**src/rtl/pft_pkg.sv**
```systemverilog
package pft_pkg;
    localparam logic EXP_FINE   = 1'b0;
    localparam logic EXP_COARSE = 1'b1;

    typedef struct packed {
        logic run;
    } ctl_t;
endpackage

```
**src/rtl/pft_prescale.sv**
```systemverilog
module pft_prescale #(
    parameter int PRE_W = 4
) (
    input  logic clk,
    input  logic rst_n,
    input  logic clr_i,
    input  logic en_i,
    output logic wrap_o
);
    localparam logic [PRE_W-1:0] PRE_ONE = PRE_W'(1);

    typedef struct packed {
        logic [PRE_W-1:0] cnt;
    } pre_t;

    pre_t st_d, st_q;

    assign wrap_o = en_i && (st_q.cnt == '1);

    always_comb begin
        st_d = st_q;
        if (clr_i) begin
            st_d.cnt = '0;
        end else if (en_i) begin
            st_d.cnt = st_q.cnt + PRE_ONE;
        end
    end

    always_ff @(posedge clk) begin
        if (!rst_n) st_q <= '0;
        else        st_q <= st_d;
    end

    // after a wrap the prescaler starts again from zero
    a_r4_wrap_restarts: assert property (@(posedge clk) disable iff (!rst_n)
        (wrap_o && !clr_i) |=> (st_q.cnt == '0));
endmodule

```
**src/rtl/pft_code_counter.sv**
```systemverilog
module pft_code_counter
    import pft_pkg::*;
#(
    parameter int MANT_W = 7,
    parameter int PRE_W  = 4
) (
    input  logic              clk,
    input  logic              rst_n,
    input  logic              clr_i,
    input  logic              adv_i,
    input  logic              wrap_i,
    output logic              exp_o,
    output logic [MANT_W-1:0] mant_o,
    output logic              coarse_en_o
);
    localparam logic [MANT_W-1:0] MANT_MAX = '1;
    localparam logic [MANT_W-1:0] MANT_ONE = MANT_W'(1);
    localparam logic [MANT_W-1:0] RELOAD   = MANT_W'((2 ** MANT_W) >> PRE_W);

    typedef struct packed {
        logic              expo;
        logic [MANT_W-1:0] mant;
    } cnt_t;

    cnt_t st_d, st_q;
    logic sat;

    assign sat         = (st_q.expo == EXP_COARSE) && (st_q.mant == MANT_MAX);
    assign coarse_en_o = adv_i && (st_q.expo == EXP_COARSE) && !sat;
    assign exp_o       = st_q.expo;
    assign mant_o      = st_q.mant;

    always_comb begin
        st_d = st_q;
        if (clr_i) begin
            st_d = '0;
        end else if (adv_i) begin
            if (st_q.expo == EXP_FINE) begin
                if (st_q.mant == MANT_MAX) begin
                    st_d.expo = EXP_COARSE;
                    st_d.mant = RELOAD;
                end else begin
                    st_d.mant = st_q.mant + MANT_ONE;
                end
            end else if (!sat && wrap_i) begin
                st_d.mant = st_q.mant + MANT_ONE;
            end
        end
    end

    always_ff @(posedge clk) begin
        if (!rst_n) st_q <= '0;
        else        st_q <= st_d;
    end

    a_r2_fine_step: assert property (@(posedge clk) disable iff (!rst_n)
        (adv_i && !clr_i && st_q.expo == EXP_FINE && st_q.mant != MANT_MAX)
        |=> (st_q.expo == EXP_FINE && st_q.mant == $past(st_q.mant) + MANT_ONE));

    a_r3_promote: assert property (@(posedge clk) disable iff (!rst_n)
        (adv_i && !clr_i && st_q.expo == EXP_FINE && st_q.mant == MANT_MAX)
        |=> (st_q.expo == EXP_COARSE && st_q.mant == RELOAD));

    a_r5_sat_hold: assert property (@(posedge clk) disable iff (!rst_n)
        (sat && !clr_i) |=> (st_q.expo == EXP_COARSE && st_q.mant == MANT_MAX));

    a_r4_coarse_pace: assert property (@(posedge clk) disable iff (!rst_n)
        (st_q.expo == EXP_COARSE && !clr_i && !wrap_i) |=> $stable(st_q.mant));
endmodule

```
**src/rtl/pft_elapsed_encoder.sv**
```systemverilog
module pft_elapsed_encoder
    import pft_pkg::*;
#(
    parameter int MANT_W = 7,
    parameter int PRE_W  = 4
) (
    input  logic          clk,
    input  logic          rst_n,
    input  logic          start_i,
    input  logic          stop_i,
    input  logic          tick_i,
    output logic [MANT_W:0] code_o
);
    ctl_t ctl_d, ctl_q;

    logic              adv;
    logic              wrap;
    logic              coarse_en;
    logic              expo;
    logic [MANT_W-1:0] mant;

    // start takes priority; ticks in a start or stop cycle are not counted
    assign adv = ctl_q.run && tick_i && !start_i && !stop_i;

    always_comb begin
        ctl_d = ctl_q;
        if (start_i)     ctl_d.run = 1'b1;
        else if (stop_i) ctl_d.run = 1'b0;
    end

    always_ff @(posedge clk) begin
        if (!rst_n) ctl_q <= '0;
        else        ctl_q <= ctl_d;
    end

    pft_prescale #(.PRE_W(PRE_W)) u_pre (
        .clk    (clk),
        .rst_n  (rst_n),
        .clr_i  (start_i),
        .en_i   (coarse_en),
        .wrap_o (wrap)
    );

    pft_code_counter #(.MANT_W(MANT_W), .PRE_W(PRE_W)) u_cnt (
        .clk         (clk),
        .rst_n       (rst_n),
        .clr_i       (start_i),
        .adv_i       (adv),
        .wrap_i      (wrap),
        .exp_o       (expo),
        .mant_o      (mant),
        .coarse_en_o (coarse_en)
    );

    assign code_o = {expo, mant};

    a_r6_start_clears: assert property (@(posedge clk) disable iff (!rst_n)
        start_i |=> (code_o == '0));

    a_r7_stopped_hold: assert property (@(posedge clk) disable iff (!rst_n)
        (!ctl_q.run && !start_i) |=> $stable(code_o));

    a_r7_stop_cycle_hold: assert property (@(posedge clk) disable iff (!rst_n)
        (stop_i && !start_i) |=> $stable(code_o));

    a_r8_start_wins: assert property (@(posedge clk) disable iff (!rst_n)
        (start_i && stop_i) |=> ctl_q.run);

    a_r10_no_tick_hold: assert property (@(posedge clk) disable iff (!rst_n)
        (!tick_i && !start_i) |=> $stable(code_o));
endmodule

```
**config.mk**
```make
export PLATFORM = sky130hd
export DESIGN_NAME = pft_elapsed_encoder
export DESIGN_NICKNAME = d
export VERILOG_FILES = /design/src/rtl/pft_pkg.sv /design/src/rtl/pft_prescale.sv /design/src/rtl/pft_code_counter.sv /design/src/rtl/pft_elapsed_encoder.sv
export SDC_FILE = /design/constraint.sdc
export NUM_CORES = 1
export LEC_CHECK = 0
export BUFFER_PORTS_ARGS = -buffer_cell sky130_fd_sc_hd__buf_2
export CAP_MARGIN = 15
export CORE_MARGIN = 1.5
export CORE_UTILIZATION = 35
export CTS_CLUSTER_SIZE = 10
export DETAILED_ROUTE_END_ITERATION = 10
export PLACE_DENSITY = 0.55
export SKIP_LAST_GASP = 1
export SYNTH_ARGS = -nofsm -noshare
export SYNTH_HDL_FRONTEND = slang
export SYNTH_SLANG_ARGS = --single-unit
export TNS_END_PERCENT = 20
```
**constraint.sdc**
```tcl
create_clock -name clk -period 3.09 [get_ports clk]
set_clock_uncertainty 0.2 [all_clocks]
set_input_delay 0.309 -clock clk [delete_from_list [all_inputs] [get_ports clk]]
set_output_delay 0.309 -clock clk [all_outputs]
set_load 0.03 [all_outputs]
```
==> flow_summary.yaml <==
clocking:
  postCtsHoldBufs: 0
  clock_latency_ns: 0.28
  clk_path_buf_depth: 2
  cts_tree: "done"
  post_cts_buffers: 0
  htreeDepth: 1
  cts_sinks: 13
  cts_buffers: 3
  cts_resized: 0
  clk_pin_slew_ns: 0.08
  clock-root-buffer: "clkbuf_4"
global_route:
  grt_pass1_vias: 536
  grt_max_degree: 12
  grt-ovfl-total: 0
  antenna_found_initial: 0
  grt_pass1_wl_um: 2311
  gr-usage-all-layers_pct: 15.05
power_and_ir_drop:
  ir_drop_uv: 217.5
  power_leakage_nw: 0.3202
  seqPwrFrac_pct: 59.1
  p_int_mw: 0.2233
  switching_share_pct: 21.77
  power_switching_mw: 0.06213
  pwr-share-comb_pct: 4.2
  power_per_cell_area_nw_per_um2: 361.5
  clkPwrFrac_pct: 36.7
sta:
  setup_tns_ns: 0
  slew_viol_final: 0
  hold_viol: 0
  fmax_mhz: 535.1
  rsz0062_at_grt: "false"
  period_minus_slack_ns: 1.869
  tightestPinTransition_ns: 0.4352
  period_share_pct: 60.48
  setup_viol: 0
  relSlewSlack_pct: 70.99
  fin_ws_ns: 1.221
setup_path:
  crit_buf_inv: 0
  cp-end-kind: "flop"
  critPathTopFamily: "simple AND/OR/NAND/NOR gates"
  crit_chain: "ha_1 -> nand4_4 -> or3_1 -> a22o_1 -> a32o_1"
  cp_max_fo: 7
  crit_slowest_cell: "dfxtp_1"
  critical_path_class: "reg -> reg"
  slowest_delay_ns: 0.38
  cp.required_ns: 3.07
  start_kind: "flop"
  critPathArrivalTime_ns: 1.85
detailed_routing:
  totalWireLength_um: 1348
  route.detailed.drc: 0
  met1_length_um: 626
  top_layer: "met4"
  wl_per_cell_um: 11.93
  routed_via_density: 5.248
  ant_nets: 0
  wl_met2_um: 633
  initialDrtViolationCount: 9
  drt-pass1-iter-count: 4
  wl_met3_um: 70
  vias: 593
synthesis:
  synthArstFlopShare_pct: 0
  synth_edf_count: 0
  syn-cell-area_um2: 690.7
  yosys-top-cells-count: "dfxtp_1, a21oi_1, nand3_1, nor2_1"
  synth.distinct_cells: 33
  synthesis.nets: 82
  synth_top_area_cell: "dfxtp_1"
  synth_flop_cell: "dfxtp_1"
  synth_seq_cells: 13
  ys_seq_area_share_pct: 37.68
  syn-instance-count: 75
  yosys.area.top_type_share_pct: 37.68
  syn_avg_cell_area_um2: 9.209
  yosysMostFrequentCell: "dfxtp_1"
  synth_warnings: 0
  synth.area.top_cells: "dfxtp_1, a21oi_1, ha_1"
final_layout:
  area_growth_pct: 14.31
  seq_area_um2: 260.3
  utilization_pct: 44.28
  drive_gt1_share_pct: 22.73
  antenna_cells: 0
  nets: 96
  fillers: 179
  multi_input_area_um2: 400.4
die:
  die_area_um2: 2249
  fp-row-count: 15
  initial_core_util_pct: 38.74
  die_y_um: 47.42
  die_w_um: 47.42
  core_area_um2: 1783
  pin_count: 13
placement:
  dp_worst_setup_slack_ns: 1.213
  gp_congestion: 0.7211
  hpwl_um: 1025
  port-buffer-count: 12
run:
  maxCapViolCount: 0
run_status:
  status: "complete, no violations"
worst_hold_path:
  hold_class: "in -> reg"
power by group through the flow:
stage / clock network [mW] / registers [mW] / logic (mW)
5_1_grt: 0.120 / 0.169 / 0.0135
2_1_floorplan: 0 / 0.173 / 0.00734
6_report: 0.105 / 0.169 / 0.0120
3_5_place_dp: 0 / 0.173 / 0.0122
3_3_place_gp: 0 / 0.173 / 0.0119
4_1_cts: 0.110 / 0.169 / 0.0122
cell type report:
cell class / count / area share (%)
clock buffer: 4 / 3.328
inverter: 3 / 1.426
multi-input combinational: 56 / 50.71
sequential: 13 / 32.96
tap: 25 / 3.962
timing repair buffer: 12 / 7.607
cell families (layout without fill, tap and decap cells):
group	count (synthesis)	count (layout)	synth area share [%]
AOI/OAI and AO/OA	23	23	25.36
DFF	13	13	37.68
buffers and inverters	6	19	4.347
muxes	2	2	2.899
and+or+nand+nor	27	27	23.55
adders and majority gates	2	2	3.623
xor gates and xnor gates	2	2	2.537
state kept, by name, summed over array words and instances, names as in the netlist:
signal / cells
u_cnt.mant_o: 7
u_pre.st_q: 4
ctl_q: 1
u_cnt.exp_o: 1
per-stage QoR:
step	cell area (µm²)	hold slack [ns]	power (mW)	std cells
finish	789.5	0.06892	0.2854	113
global route	789.5	0.05206	0.3024	113
CTS	789.5	0.05659	0.2906	113
detailed placement	763.2	0.2898	0.1848	109
global placement	763.2	0.2770	0.1847	109
floorplan	690.7	0.2265	0.1802	75
metal layers:
layer,global-route usage [%],vias up
met5,0,-
li1,-,307
met3,6.792,4
met4,5.000,0
met1,18.43,269
met2,23.51,13
cell usage in the layout (no fill, tap or decap), types with 2 or more instances in the layout:
cell / instances
nor2_1: 5
or3_1: 2
mux2i_1: 2
o211ai_2: 2
inv_1: 3
ha_1: 2
clkbuf_4: 3
o21a_1: 2
xor2_1: 2
o21ai_0: 2
a21boi_0: 2
nand2_1: 3
and3_1: 2
nand2b_1: 3
nor2b_1: 2
nand3_1: 5
a21oi_1: 6
buf_2: 12
dfxtp_1: 13
final timing paths:
| path | start | to | slack [ns] | cells past startpoint |
|---|---|---|---|---|
| setup / recovery | u_cnt.mant_o[0]$_SDFFE_PP0P_ | u_cnt.mant_o[5]$_SDFFE_PP0P_ | 1.22 | 5 |
| hold / removal | rst_n | ctl_q$_SDFFE_PN0P_ | 0.07 | 2 |
| setup reg to reg | u_cnt.mant_o[0]$_SDFFE_PP0P_ | u_cnt.mant_o[5]$_SDFFE_PP0P_ | 1.22 | 5 |
| hold reg to reg | u_pre.st_q[3]$_SDFFE_PP0P_ | u_pre.st_q[3]$_SDFFE_PP0P_ | 0.30 | 2 |
(Power assumes the default switching activity.)
